==> src/rtl/hlu_pkg.sv <==
// Shared types and rate arithmetic for the serial link transceiver.
// Assumes: rate indices above the table end select the slowest rate.
package hlu_pkg;

    localparam int RATE_N      = 20;
    localparam int RATE_W      = 5;
    localparam int DEFAULT_IDX = 6;

    typedef enum logic [1:0] {ST_IDLE, ST_START, ST_DATA, ST_STOP} frame_st_e;

    // Bit rate for a table index.
    function automatic int unsigned rate_bps(input int idx);
        case (idx)
            0:       return 921600;
            1:       return 460800;
            2:       return 230400;
            3:       return 153600;
            4:       return 115200;
            5:       return 76800;
            6:       return 57600;
            7:       return 38400;
            8:       return 28800;
            9:       return 19200;
            10:      return 14400;
            11:      return 9600;
            12:      return 7200;
            13:      return 4800;
            14:      return 2400;
            15:      return 1800;
            16:      return 1200;
            17:      return 900;
            18:      return 600;
            default: return 300;
        endcase
    endfunction

    // Clock cycles per sixteenth of a bit, rounded to nearest, never below 1.
    function automatic int unsigned div16(input longint clk_hz, input int unsigned rate);
        longint q;
        q = (clk_hz + longint'(rate) * 8) / (longint'(rate) * 16);
        if (q < 1) q = 1;
        return int'(q);
    endfunction

endpackage

==> src/rtl/hlu_baudgen.sv <==
// Oversampling tick generator: one-cycle pulse every D cycles, D from the
// rate table. Assumes CLK_HZ is the real clock frequency. A rate change
// takes effect at once; a counter past the new limit wraps on the next cycle.
module hlu_baudgen #(
    parameter int CLK_HZ = 100_000_000
) (
    input  logic                      clk,
    input  logic                      rst_n,
    input  logic [hlu_pkg::RATE_W-1:0] rate_idx,
    output logic                      tick
);
    import hlu_pkg::*;

    localparam int DIV_W = $clog2(div16(CLK_HZ, 300) + 1);

    logic [DIV_W-1:0] div_tab [RATE_N];
    logic [DIV_W-1:0] div_sel;
    logic [DIV_W-1:0] cnt;

    // One constant divisor per table entry.
    for (genvar g = 0; g < RATE_N; g++) begin : g_div
        assign div_tab[g] = DIV_W'(div16(CLK_HZ, rate_bps(g)));
    end

    // Pick the active divisor, clamping out-of-range indices.
    always_comb begin
        if (rate_idx < RATE_W'(RATE_N)) div_sel = div_tab[rate_idx];
        else                            div_sel = div_tab[RATE_N-1];
    end

    assign tick = (cnt >= div_sel - 1'b1);

    // Free-running divider counter.
    always_ff @(posedge clk) begin
        if (!rst_n)    cnt <= '0;
        else if (tick) cnt <= '0;
        else           cnt <= cnt + 1'b1;
    end
endmodule

==> src/rtl/hlu_fifo.sv <==
// Show-ahead synchronous queue. Assumes DEPTH is a power of two.
// A push when full and a pop when empty are dropped.
module hlu_fifo #(
    parameter int W     = 8,
    parameter int DEPTH = 128
) (
    input  logic                         clk,
    input  logic                         rst_n,
    input  logic                         push,
    input  logic [W-1:0]                 wdata,
    input  logic                         pop,
    output logic [W-1:0]                 rdata,
    output logic [$clog2(DEPTH+1)-1:0]   level,
    output logic                         full,
    output logic                         empty
);
    localparam int AW = $clog2(DEPTH);
    localparam int LW = $clog2(DEPTH + 1);

    logic [W-1:0]  mem [DEPTH];
    logic [AW-1:0] wptr, rptr;
    logic          do_push, do_pop;

    assign full    = (level == LW'(DEPTH));
    assign empty   = (level == '0);
    assign do_push = push && !full;
    assign do_pop  = pop && !empty;
    assign rdata   = mem[rptr];

    // Storage write, no reset needed.
    always_ff @(posedge clk) begin
        if (do_push) mem[wptr] <= wdata;
    end

    // Pointer and fill bookkeeping.
    always_ff @(posedge clk) begin
        if (!rst_n) begin
            wptr  <= '0;
            rptr  <= '0;
            level <= '0;
        end else begin
            if (do_push) wptr <= wptr + 1'b1;
            if (do_pop)  rptr <= rptr + 1'b1;
            case ({do_push, do_pop})
                2'b10:   level <= level + 1'b1;
                2'b01:   level <= level - 1'b1;
                default: level <= level;
            endcase
        end
    end
endmodule

==> src/rtl/hlu_tx.sv <==
// Frame serializer: 8N1, LSB first, 16 ticks per bit. Starts a frame only on
// a tick with a byte queued and the synchronized clear-to-send high.
// Line is low in reset and returns high on the first edge after release.
module hlu_tx (
    input  logic       clk,
    input  logic       rst_n,
    input  logic       tick,
    input  logic       cts_ok,
    input  logic       q_empty,
    input  logic [7:0] q_data,
    output logic       q_pop,
    output logic       txd
);
    import hlu_pkg::*;

    frame_st_e  st;
    logic [3:0] cnt;
    logic [2:0] bitn;
    logic [7:0] sh;

    assign q_pop = tick && (st == ST_IDLE) && !q_empty && cts_ok;

    // Frame sequencing and line drive.
    always_ff @(posedge clk) begin
        if (!rst_n) begin
            st   <= ST_IDLE;
            cnt  <= '0;
            bitn <= '0;
            sh   <= '0;
            txd  <= 1'b0;
        end else begin
            if (st == ST_IDLE) txd <= 1'b1;
            if (tick) begin
                case (st)
                    ST_IDLE: begin
                        if (q_pop) begin
                            sh  <= q_data;
                            txd <= 1'b0;
                            cnt <= '0;
                            st  <= ST_START;
                        end
                    end
                    ST_START: begin
                        if (cnt == 4'd15) begin
                            cnt  <= '0;
                            bitn <= '0;
                            txd  <= sh[0];
                            st   <= ST_DATA;
                        end else cnt <= cnt + 1'b1;
                    end
                    ST_DATA: begin
                        if (cnt == 4'd15) begin
                            cnt <= '0;
                            if (bitn == 3'd7) begin
                                txd <= 1'b1;
                                st  <= ST_STOP;
                            end else begin
                                bitn <= bitn + 1'b1;
                                sh   <= {1'b0, sh[7:1]};
                                txd  <= sh[1];
                            end
                        end else cnt <= cnt + 1'b1;
                    end
                    default: begin
                        if (cnt == 4'd15) begin
                            cnt <= '0;
                            st  <= ST_IDLE;
                        end else cnt <= cnt + 1'b1;
                    end
                endcase
            end
        end
    end
endmodule

==> src/rtl/hlu_rx.sv <==
// Frame deserializer with 16x oversampling. Arms on a sampled 1-to-0 edge,
// confirms the start bit 8 ticks later, samples data and stop at bit centres.
// Assumes rxd is already synchronized to clk.
module hlu_rx (
    input  logic       clk,
    input  logic       rst_n,
    input  logic       tick,
    input  logic       rxd,
    input  logic       q_full,
    output logic       q_push,
    output logic [8:0] q_wdata,
    output logic       overrun
);
    import hlu_pkg::*;

    frame_st_e  st;
    logic [3:0] cnt;
    logic [2:0] bitn;
    logic [7:0] sh;
    logic       prev;
    logic       stop_now;

    assign stop_now = tick && (st == ST_STOP) && (cnt == 4'd15);
    assign q_push   = stop_now && !q_full;
    assign overrun  = stop_now && q_full;
    assign q_wdata  = {~rxd, sh};

    // Previous tick sample for edge detection.
    always_ff @(posedge clk) begin
        if (!rst_n)    prev <= 1'b1;
        else if (tick) prev <= rxd;
    end

    // Frame recovery.
    always_ff @(posedge clk) begin
        if (!rst_n) begin
            st   <= ST_IDLE;
            cnt  <= '0;
            bitn <= '0;
            sh   <= '0;
        end else if (tick) begin
            case (st)
                ST_IDLE: begin
                    if (prev && !rxd) begin
                        cnt <= '0;
                        st  <= ST_START;
                    end
                end
                ST_START: begin
                    if (cnt == 4'd7) begin
                        cnt  <= '0;
                        bitn <= '0;
                        st   <= rxd ? ST_IDLE : ST_DATA;
                    end else cnt <= cnt + 1'b1;
                end
                ST_DATA: begin
                    if (cnt == 4'd15) begin
                        cnt <= '0;
                        sh  <= {rxd, sh[7:1]};
                        if (bitn == 3'd7) st <= ST_STOP;
                        else              bitn <= bitn + 1'b1;
                    end else cnt <= cnt + 1'b1;
                end
                default: begin
                    if (cnt == 4'd15) begin
                        cnt <= '0;
                        st  <= ST_IDLE;
                    end else cnt <= cnt + 1'b1;
                end
            endcase
        end
    end
endmodule

==> src/rtl/hostlink_uart.sv <==
// Flow-controlled 8N1 serial transceiver with deep queues, threshold
// interrupts and automatic ready-to-receive control.
// Assumes: CLK_HZ matches clk; DEPTH is a power of two; cts and uart_rxd
// are asynchronous and pass two-flop synchronizers here.
module hostlink_uart #(
    parameter int CLK_HZ = 100_000_000,
    parameter int DEPTH  = 128,
    localparam int LW    = $clog2(DEPTH + 1)
) (
    input  logic                      clk,
    input  logic                      rst_n,
    input  logic                      rate_wr,
    input  logic [hlu_pkg::RATE_W-1:0] rate_sel,
    input  logic                      tx_wr,
    input  logic [7:0]                tx_data,
    output logic                      tx_full,
    output logic [LW-1:0]             tx_level,
    input  logic [LW-1:0]             tx_thresh,
    output logic                      tx_irq,
    input  logic                      rx_rd,
    output logic [7:0]                rx_data,
    output logic                      rx_ferr,
    output logic                      rx_empty,
    output logic [LW-1:0]             rx_level,
    input  logic [LW-2:0]             rx_thresh,
    output logic                      rx_irq,
    output logic                      rx_overrun,
    input  logic [LW-1:0]             rts_hi,
    input  logic [LW-1:0]             rts_lo,
    output logic                      uart_txd,
    input  logic                      uart_rxd,
    input  logic                      cts,
    output logic                      rts
);
    import hlu_pkg::*;

    logic [RATE_W-1:0] rate_q;
    logic              tick;
    logic              cts_s1, cts_sync;
    logic              rxd_s1, rxd_sync;
    logic              tx_empty, tx_pop;
    logic [7:0]        txq_data;
    logic              rx_push, rx_full;
    logic [8:0]        rx_wdata, rx_head;

    // Rate index register, reset to the default rate.
    always_ff @(posedge clk) begin
        if (!rst_n)       rate_q <= RATE_W'(DEFAULT_IDX);
        else if (rate_wr) rate_q <= rate_sel;
    end

    // Two-flop synchronizers for the asynchronous inputs.
    always_ff @(posedge clk) begin
        if (!rst_n) begin
            cts_s1   <= 1'b0;
            cts_sync <= 1'b0;
            rxd_s1   <= 1'b1;
            rxd_sync <= 1'b1;
        end else begin
            cts_s1   <= cts;
            cts_sync <= cts_s1;
            rxd_s1   <= uart_rxd;
            rxd_sync <= rxd_s1;
        end
    end

    hlu_baudgen #(.CLK_HZ(CLK_HZ)) u_baud (
        .clk      (clk),
        .rst_n    (rst_n),
        .rate_idx (rate_q),
        .tick     (tick)
    );

    hlu_fifo #(.W(8), .DEPTH(DEPTH)) u_txq (
        .clk   (clk),
        .rst_n (rst_n),
        .push  (tx_wr),
        .wdata (tx_data),
        .pop   (tx_pop),
        .rdata (txq_data),
        .level (tx_level),
        .full  (tx_full),
        .empty (tx_empty)
    );

    hlu_tx u_tx (
        .clk     (clk),
        .rst_n   (rst_n),
        .tick    (tick),
        .cts_ok  (cts_sync),
        .q_empty (tx_empty),
        .q_data  (txq_data),
        .q_pop   (tx_pop),
        .txd     (uart_txd)
    );

    hlu_rx u_rx (
        .clk     (clk),
        .rst_n   (rst_n),
        .tick    (tick),
        .rxd     (rxd_sync),
        .q_full  (rx_full),
        .q_push  (rx_push),
        .q_wdata (rx_wdata),
        .overrun (rx_overrun)
    );

    hlu_fifo #(.W(9), .DEPTH(DEPTH)) u_rxq (
        .clk   (clk),
        .rst_n (rst_n),
        .push  (rx_push),
        .wdata (rx_wdata),
        .pop   (rx_rd),
        .rdata (rx_head),
        .level (rx_level),
        .full  (rx_full),
        .empty (rx_empty)
    );

    assign rx_data = rx_head[7:0];
    assign rx_ferr = rx_head[8];
    assign rx_irq  = (rx_level >= {1'b0, rx_thresh});
    assign tx_irq  = ((LW'(DEPTH) - tx_level) >= tx_thresh);

    // Ready-to-receive with high/low water hysteresis.
    always_ff @(posedge clk) begin
        if (!rst_n)                  rts <= 1'b1;
        else if (rx_level >= rts_hi) rts <= 1'b0;
        else if (rx_level < rts_lo)  rts <= 1'b1;
    end
endmodule

==> config.mk <==
export PLATFORM = sky130hd
export DESIGN_NAME = hostlink_uart
export DESIGN_NICKNAME = d
export VERILOG_FILES = /design/src/rtl/hlu_pkg.sv /design/src/rtl/hlu_baudgen.sv /design/src/rtl/hlu_fifo.sv /design/src/rtl/hlu_tx.sv /design/src/rtl/hlu_rx.sv /design/src/rtl/hostlink_uart.sv
export SDC_FILE = /design/constraint.sdc
export NUM_CORES = 2
export LEC_CHECK = 0
export ABC_AREA = 1
export BUFFER_PORTS_ARGS = -buffer_cell sky130_fd_sc_hd__buf_2
export CORE_UTILIZATION = 40
export DETAILED_ROUTE_END_ITERATION = 16
export GPL_TIMING_DRIVEN = 0
export MAX_ROUTING_LAYER = met4
export SYNTH_ARGS = -nofsm -noshare
export SYNTH_HDL_FRONTEND = slang
export SYNTH_HIERARCHICAL = 1
export SYNTH_SLANG_ARGS = --single-unit
==> constraint.sdc <==
create_clock -name clk -period 5.8 [get_ports clk]
set_input_delay 1.16 -clock clk [delete_from_list [all_inputs] [get_ports clk]]
set_output_delay 1.16 -clock clk [all_outputs]
set_load 0.05 [all_outputs]
Yosys cells after proc, flatten, opt, wreduce, memory -nomap -nowiden

Memories as Yosys holds them, arrays and structs flattened. A register that Yosys moved wholly into a read port is not among the register bits.
Index checks and enable logic that the tools add are counted.

Logic and storage cells: 169
Memories kept: 3
Register bits: 105
ROM bits: 480
Bits in latches: 0
Output and inout bits: 32
RAM bits: 2,176

Memory list:

| name             | words | bits a word | rd ports | clocked after memory_dff | write ports | line              | text |
|---|---|---|---|---|---|---|---|
| u_rxq.mem        | 128   | 9           | 1        | 1                        | 1           | hlu_fifo.sv:20    | `logic [W-1:0] mem [DEPTH];` |
| u_txq.mem        | 128   | 8           | 1        | 1                        | 1           | hlu_fifo.sv:20    |  |
| (name not given) | 32    | 15          | 1        | 0                        | 0           | hlu_baudgen.sv:27 | `if (rate_idx < RATE_W'(RATE_N)) div_sel = div_tab[rate_idx];` |

Add/sub/neg operators: 15
Shifts and indexed selects: 0
Div/mod/pow operators: 0
$lt $le $gt $ge: 7
Reduce and logical (&&, ||, !) cells: 38
Muxes and demuxes: 54
Bitwise gates (word level): 3
Equality and inequality tests: 26
Multiply operators: 0

Operators by type and width:

| operator                                                             | count |
|---|---|
| 8-bit case mux with 2 select lines                                   | 3 |
| 15-bit two-way mux                                                   | 3 |
| 7-bit by 1-bit adder with 7-bit output, second input constant        | 4 |
| 7-bit two-way mux                                                    | 4 |
| 4-bit two-way mux                                                    | 6 |
| 8-bit two-way mux                                                    | 3 |
| 2-bit two-way mux                                                    | 11 |
| 3-bit two-way mux                                                    | 6 |
| 8-bit by 1-bit adder with 8-bit output, second input constant        | 2 |
| 8-bit equality test, second input constant                           | 2 |
| 8-bit >= comparator                                                  | 2 |
| 8-bit logical NOT                                                    | 2 |
| 8-bit by 1-bit subtractor with 8-bit output, second input constant   | 2 |
| 15-bit by 1-bit adder with 15-bit output, second input constant      | 1 |
| 15-bit >= comparator                                                 | 1 |
| 5-bit AND reduction                                                  | 3 |
| 15-bit by 1-bit subtractor with 15-bit output, second input constant | 1 |
| 2-bit by 1-bit != test with 1-bit output, second input constant      | 7 |
| 2-bit nonzero test                                                   | 7 |
| 1-bit logical AND                                                    | 12 |
| 1-bit two-way mux                                                    | 12 |
| 2-bit case mux with 3 select lines                                   | 2 |
| 3-bit case mux with 2 select lines                                   | 2 |
| 6-bit AND reduction                                                  | 2 |
| other kinds (23)                                                     | 43 |

Longest topological paths before layout

Depth in word-level cells: 13
Depth in mapped cells: 41
Gate-level depth less buffers: 40

By module

The synthesis kept the hierarchy.

By module, submodules not included:

| module            | instances | cells an instance | area each (µm²) |
|---|---|---|---|
| hlu_fifo at u_rxq | 1         | 4,172             | 48,636.6 |
| hlu_fifo at u_txq | 1         | 3,752             | 43,519.2 |
| hlu_baudgen       | 1         | 259               | 1,682.9 |
| hostlink_uart     | 1         | 184               | 1,232.4 |
| hlu_tx            | 1         | 169               | 1,081.0 |
| hlu_rx            | 1         | 123               | 868.3 |

Worst setup path after synthesis

OpenSTA, ideal clock, no wires.

Path kind: register to register
Start point: register rate_q[1]
End point: register u_txq.level[6]
Cell stages (with the launch flop): 40
Clock period less this slack: 4.850 ns
Setup slack: 0.950 ns
Data required time: 5.691 ns
Arrival time: 4.741 ns
Path buffers: 2
Cells stage by stage: dfxtp_1 -> inv_1 -> ha_1 -> inv_1 -> nand2_1 -> nand2_1 -> nand2_1 -> nand2_1 -> nand2_1 -> ha_1 -> a21boi_2 -> nand2_1 -> o21ai_1 -> nand2_1 -> ha_1 -> nand2_1 -> nor2_1 -> nand2_1 -> [4 not listed] -> nor3_1 -> inv_1 -> nor2_1 -> buf_2 -> ha_1 -> buf_4 -> nand2_1 -> nand2_1 -> inv_1 -> ha_1 -> a21oi_1 -> o21ai_2 -> nand2_1 -> nand2_1 -> nand2_1 -> nand3_1 -> nand2_1 -> inv_1

Cells in the longest elaborated chain, start to end: 13

Ends and longest elaborated chain:

| what                                                                                  | line                | text |
|---|---|---|
| from (decl)                                                                           | hostlink_uart.sv:37 | `logic [RATE_W-1:0] rate_q;` |
| from (signal assigned)                                                                | hostlink_uart.sv:48 | `if (!rst_n) rate_q <= RATE_W'(DEFAULT_IDX);` |
| from (signal assigned)                                                                | hostlink_uart.sv:49 | `else if (rate_wr) rate_q <= rate_sel;` |
| 5-bit NOT with 6-bit output (implied by the code)                                     | hlu_baudgen.sv:27   |  |
| memory 32 x 15 bit                                                                    | -                   |  |
| 15-bit two-way mux (implied by the code) (2 in a row)                                 | hlu_baudgen.sv:27   |  |
| 15-bit two-way mux (*)                                                                | hlu_baudgen.sv:27   |  |
| 15-bit by 1-bit subtractor with 15-bit output (*)                                     | hlu_baudgen.sv:31   | `assign tick = (cnt >= div_sel - 1'b1);` |
| 15-bit >= comparator (*)                                                              | hlu_baudgen.sv:31   |  |
| net tick                                                                              | hostlink_uart.sv:38 | `logic tick;` |
| 1-bit logical AND (*) (3 in a row)                                                    | hlu_tx.sv:21        | `assign q_pop = tick && (st == ST_IDLE) && !q_empty && cts_ok;` |
| net tx_pop                                                                            | hostlink_uart.sv:41 | `logic tx_empty, tx_pop;` |
| 1-bit logical AND (*)                                                                 | hlu_fifo.sv:27      | `assign do_pop = pop && !empty;` |
| 2-bit by 1-bit equality test with 1-bit output or 2-bit equality test (tied branches) | hlu_fifo.sv:44      | `case ({do_push, do_pop})` |
| 8-bit case mux with 2 select lines or 2-bit nonzero test (tied branches)              | -                   |  |
| to (signal assigned)                                                                  | hlu_fifo.sv:45      | `2'b10: level <= level + 1'b1;` |
| to (signal assigned)                                                                  | hlu_fifo.sv:46      | `2'b01: level <= level - 1'b1;` |
| to (signal assigned)                                                                  | hlu_fifo.sv:47      | `default: level <= level;` |
| to (decl)                                                                             | hlu_fifo.sv:13      | `output logic [$clog2(DEPTH+1)-1:0] level,` |

The timed path passes the listed nets; every way through them passes the cells marked *. The select of a mux whose other input is x is not followed.
A chain may end at the register's enable or synchronous reset.

Final worst setup path

Start point: register rate_q[1]
End point: memory u_rxq.mem[89][5] (enable)

Cells in the longest elaborated chain, start to end: 13

Ends and longest elaborated chain:

| what                                                  | line                | text |
|---|---|---|
| 5-bit NOT with 6-bit output (implied by the code)     | hlu_baudgen.sv:27   |  |
| memory 32 x 15 bit                                    | -                   |  |
| 15-bit two-way mux (implied by the code) (2 in a row) | hlu_baudgen.sv:27   |  |
| 15-bit two-way mux (*)                                | hlu_baudgen.sv:27   |  |
| 15-bit by 1-bit subtractor with 15-bit output (*)     | hlu_baudgen.sv:31   |  |
| 15-bit >= comparator (*)                              | hlu_baudgen.sv:31   |  |
| net tick                                              | hostlink_uart.sv:38 |  |
| 1-bit logical AND (*) (2 in a row)                    | hlu_rx.sv:23        | `assign stop_now = tick && (st == ST_STOP) && (cnt == 4'd15);` |
| 1-bit logical AND (*)                                 | hlu_rx.sv:24        | `assign q_push = stop_now && !q_full;` |
| net rx_push                                           | hostlink_uart.sv:43 | `logic rx_push, rx_full;` |
| 1-bit logical AND (*)                                 | hlu_fifo.sv:26      | `assign do_push = push && !full;` |
| 1-bit two-way mux (*)                                 | hlu_fifo.sv:32      | `if (do_push) mem[wptr] <= wdata;` |
| 1-bit two-way mux (implied by the code) (*)           | hlu_fifo.sv:32      |  |
| to (decl)                                             | hlu_fifo.sv:20      |  |

Marked as above.

==> impl_summary.txt <==
----------------------------------------------------
[Synthesis]
  Number of register bits inferred by synthesis ... 2295
  Number of enable-type register cells in the synthesized netlist ... 2176
  Biggest area contributors in the synthesized netlist ... sky130_fd_sc_hd__edfxtp_1 67%, sky130_fd_sc_hd__nand2_1 11%, sky130_fd_sc_hd__nand3_1 10%
  Post-Syn Instances ... around 8700
  Fraction of synthesized cell area taken by the top area cell type ... 0.673
  Synth Flop Type ... sky130_fd_sc_hd__edfxtp_1
  Net Count, Synth ... 8785
  YS warnings ... 6
  Syn Area/Cell ... 11.2 µm²
  FFs w/ async S/R, synth ... 0
  Cell area after technology mapping ... 0.0970 mm²
  Yosys cell types ... 55
  Post-synthesis sequential area ratio ... 0.698
  Area leader, netlist ... sky130_fd_sc_hd__edfxtp_1

[Power and ir drop]
  Final Power ... 37100 µW
  Static leakage ... roughly 0.039 µW
  Sw Pwr ... 9580 µW
  Seq pwr share ... 0.488
  Peak ir drop on the vdd network ... around 0.40 mV
  Combinational group share of total power ... 0.111
  Switching portion of total power ... 0.258
  Power density over cell area ... 337 mW/mm²
  Cell-internal power ... 27500 µW
  Clock network fraction of total power ... 0.401

[STA]
  Clock skew after layout ... slightly above 0.08 ns
  Timing-limited maximum frequency ... 181 MHz
  Final period util ... 0.952
  Slew Limit Headroom ... 0.184
  Final setup violating endpoints ... 0
  Final-report max-slew violation count ... 0
  Final critical path time including I/O delays and setup ... 5.52 ns
  PnR worst setup slack ... between 0.2 and 0.3 ns
  Worst-Margin Slew ... 1.22 ns
  Fin. Hold Viols ... 0

[Die]
  Top-Level Pins ... 83
  Row Count ... 180
  Die span in y ... 494 µm
  Die W ... 494 µm
  Placeable Area ... 0.241 mm²
  Die area ... 0.245 mm²
  Effective utilization at floorplan ... 0.403

[Placed design]
  HPWL after DPL ... 212000 µm
  Minimum setup slack after placement ... -1.01 ns
  Cell total after placement ... roughly 12000
  Weighted congestion at the end of routability-driven global placement ... 1.05
  Count of buffers from port buffering ... 82

[Routing]
  Total iterations of the first detailed-routing run ... 6
  Vias ... between 60000 and 70000
  Starting DRT DRC Count ... about 9000
  Final routed DRC violation total ... 0
  Via density per instance ... 5.54
  Total wirelength of the detailed-routed design ... 306000 µm
  Post-detailed-route wirelength per cell ... 24.7 µm
  ANT nets after route ... 0

[Setup path]
  Crit path required time ... 6.34 ns
  Crit-path leading delay family ... simple AND/OR/NAND/NOR gates
  Type of the worst setup path ... reg2reg
  Worst Path Max Fanout ... 10
  Cell depth of the worst setup path ... 27
  Sort of element at the start of the critical path ... register
  R2R Path End ... u_rxq/mem[89][5]
  Reg-to-reg critical path startpoint ... rate_q[1]
  FF-to-FF path depth ... 27
  Minimum setup slack among reg-to-reg paths ... between 0.2 and 0.3 ns
  Worst path arrival time ... between 6 and 7 ns
  Most Frequent Cell on Critical Path ... sky130_fd_sc_hd__nand2_1
  CP max stage delay ... 0.59 ns
  Capture point of the worst path ... u_rxq/mem[89][5]
  Number of buffers and inverters on the critical path ... 3
  CP Launch Point ... rate_q[1]
  Slowest cell on the critical path ... sky130_fd_sc_hd__buf_2
  Capturing element type of the critical path ... register

[Finish]
  Layout cell share with drive strength beyond 1 ... 0.111
  Area Growth Syn to Fin ... 13.6%
  Utilization after layout ... 0.458
  Filler Cell Count ... 21600
  Area of the multi-input gates ... 0.0256 mm²
  Post-layout instance count excluding filler cells ... 12400
  FF/Latch Area ... 0.0678 mm²
  Count of nets after finishing ... 9136

[Clock tree]
  CTS tree ... built
  Cell at the root of the clock tree ... sky130_fd_sc_hd__clkbuf_16
  Number of buffers created by CTS ... 232
  Clock tree buffer depth ... 3
  Clock sinks ... 2295
  Total of hold buffers inserted after clock tree synthesis ... 0
  Clock edge transition at the registers on the reported setup and hold paths ... 0.06 ns
  H-Tree Level Count ... 4
  Insertion delay of the later-clocked pin in the worst-skew pair ... 0.93 ns

[Hold path]
  Class of the tightest hold or removal check ... reg2reg
  Cells on Worst Hold Path ... 1

[Run]
  Maximum Capacitance Violations ... 0

[Global routing]
  Total global routing overflow ... 0
  Wire length of the first global-routing pass ... 439000 µm
  Number of antenna violations at the first check in global routing ... 8
  Global routing usage summed across all routing layers ... 0.255
  Maximum number of pins on one net before global-route repair ... between 100 and 150
  Vias in the first global route ... 63800

[Run status]
  Outcome ... complete, no violations

----------------------------------------------------
==> cell type report <==
cell class / count / share of cell area
Buffer: 505 / 0.0288
Sequential cell: 2295 / 0.615
Timing Repair Buffer: 117 / 0.0106
Antenna cell: 2 / 0.0000454
Clock buffer: 274 / 0.0545
Clock inverter: 156 / 0.0145
Multi-Input combinational cell: 5644 / 0.233
Tap cell: 3185 / 0.0362
Inverter: 215 / 0.00752
==> per-stage QoR <==
step           hold WS (ns)  setup TNS, ns  area, µm²
2_1_floorplan         0.390              0      97000
3_3_place_gp          0.400        -516.99     101000
3_5_place_dp          0.407        -524.30     102000
4_1_cts               0.389          -1.29     110000
5_1_grt               0.427       -0.00840     110000
6_report              0.419              0     110000
==> synthesized netlist by cell type (35+ instances only) <==
cell type,count
sky130_fd_sc_hd__edfxtp_1,2176
sky130_fd_sc_hd__buf_2,266
sky130_fd_sc_hd__ha_1,75
sky130_fd_sc_hd__o21ai_0,60
sky130_fd_sc_hd__buf_4,35
sky130_fd_sc_hd__buf_6,107
sky130_fd_sc_hd__nand2_1,2841
sky130_fd_sc_hd__clkbuf_1,60
sky130_fd_sc_hd__nand3_1,2018
sky130_fd_sc_hd__dfxtp_1,119
sky130_fd_sc_hd__buf_1,36
sky130_fd_sc_hd__a21oi_1,78
sky130_fd_sc_hd__nor2_1,405
sky130_fd_sc_hd__inv_1,189
==> registers in the layout, indices dropped and copies added (netlist names), 7 cells and up, named ones only <==
register	flops
u_baud/cnt	15
u_rx/sh	8
u_rxq/level	8
u_rxq/mem	1152
u_rxq/rptr	7
u_rxq/wptr	7
u_tx/sh	8
u_txq/level	8
u_txq/mem	1024
u_txq/rptr	7
u_txq/wptr	7
==> logic make-up after synthesis <==
family / synth area share
adders and majority gates: 0.00967
xor gates and xnor gates: 0.00388
AOI/OAI and AO/OA: 0.00912
buffers and inverters: 0.0412
and+or+nand+nor: 0.238
DFF: 0.698
==> layout by cell type, fill, tap and decap left out, types with 74 or more instances in the layout <==
| master | instances |
|---|---|
| sky130_fd_sc_hd__ha_1 | 74 |
| sky130_fd_sc_hd__buf_2 | 339 |
| sky130_fd_sc_hd__clkbuf_1 | 99 |
| sky130_fd_sc_hd__nor2_1 | 338 |
| sky130_fd_sc_hd__clkbuf_16 | 233 |
| sky130_fd_sc_hd__dfxtp_1 | 109 |
| sky130_fd_sc_hd__nand2_1 | 2838 |
| sky130_fd_sc_hd__inv_1 | 187 |
| sky130_fd_sc_hd__nand3_1 | 2017 |
| sky130_fd_sc_hd__edfxtp_1 | 2176 |
| sky130_fd_sc_hd__a21oi_1 | 78 |
| sky130_fd_sc_hd__buf_6 | 119 |
==> worst min-delay path by stage <==
| stage | start | endpoint | slack [ns] |
|---|---|---|---|
| 2_1_floorplan | cts_s1 | cts_sync | 0.39 |
| 5_1_grt | cts | cts_s1 | 0.43 |
| 3_3_place_gp | rxd_s1 | rxd_sync | 0.40 |
| 6_report | rxd_s1 | rxd_sync | 0.42 |
| 3_5_place_dp | rxd_s1 | rxd_sync | 0.41 |
| 4_1_cts | cts | cts_s1 | 0.39 |
==> power groups by stage <==
stage	Combinational (µW)	Clock (µW)	Sequential, µW
6_report	4130	14900	18100
3_3_place_gp	3930	0	18500
3_5_place_dp	4010	0	18500
4_1_cts	4020	15100	18100
2_1_floorplan	2430	0	18500
5_1_grt	4460	15700	18100
==> repair_timing <==
action                     in CTS  in global routing
setup endpoints to repair    1146               1047
resized for setup              37                 63
pin swaps                       1                  4
setup buffers                   0                  9
==> per-layer routing <==
layer | GRT usage | part of all wire | vias up
met5 | - | 0 | -
met2 | 0.370 | 0.44 | 3611
met4 | 0.0933 | 0.038 | 0
met1 | 0.352 | 0.41 | 33600
li1 | - | - | 30900
met3 | 0.0519 | 0.11 | 529
(Power assumes the default switching activity.)
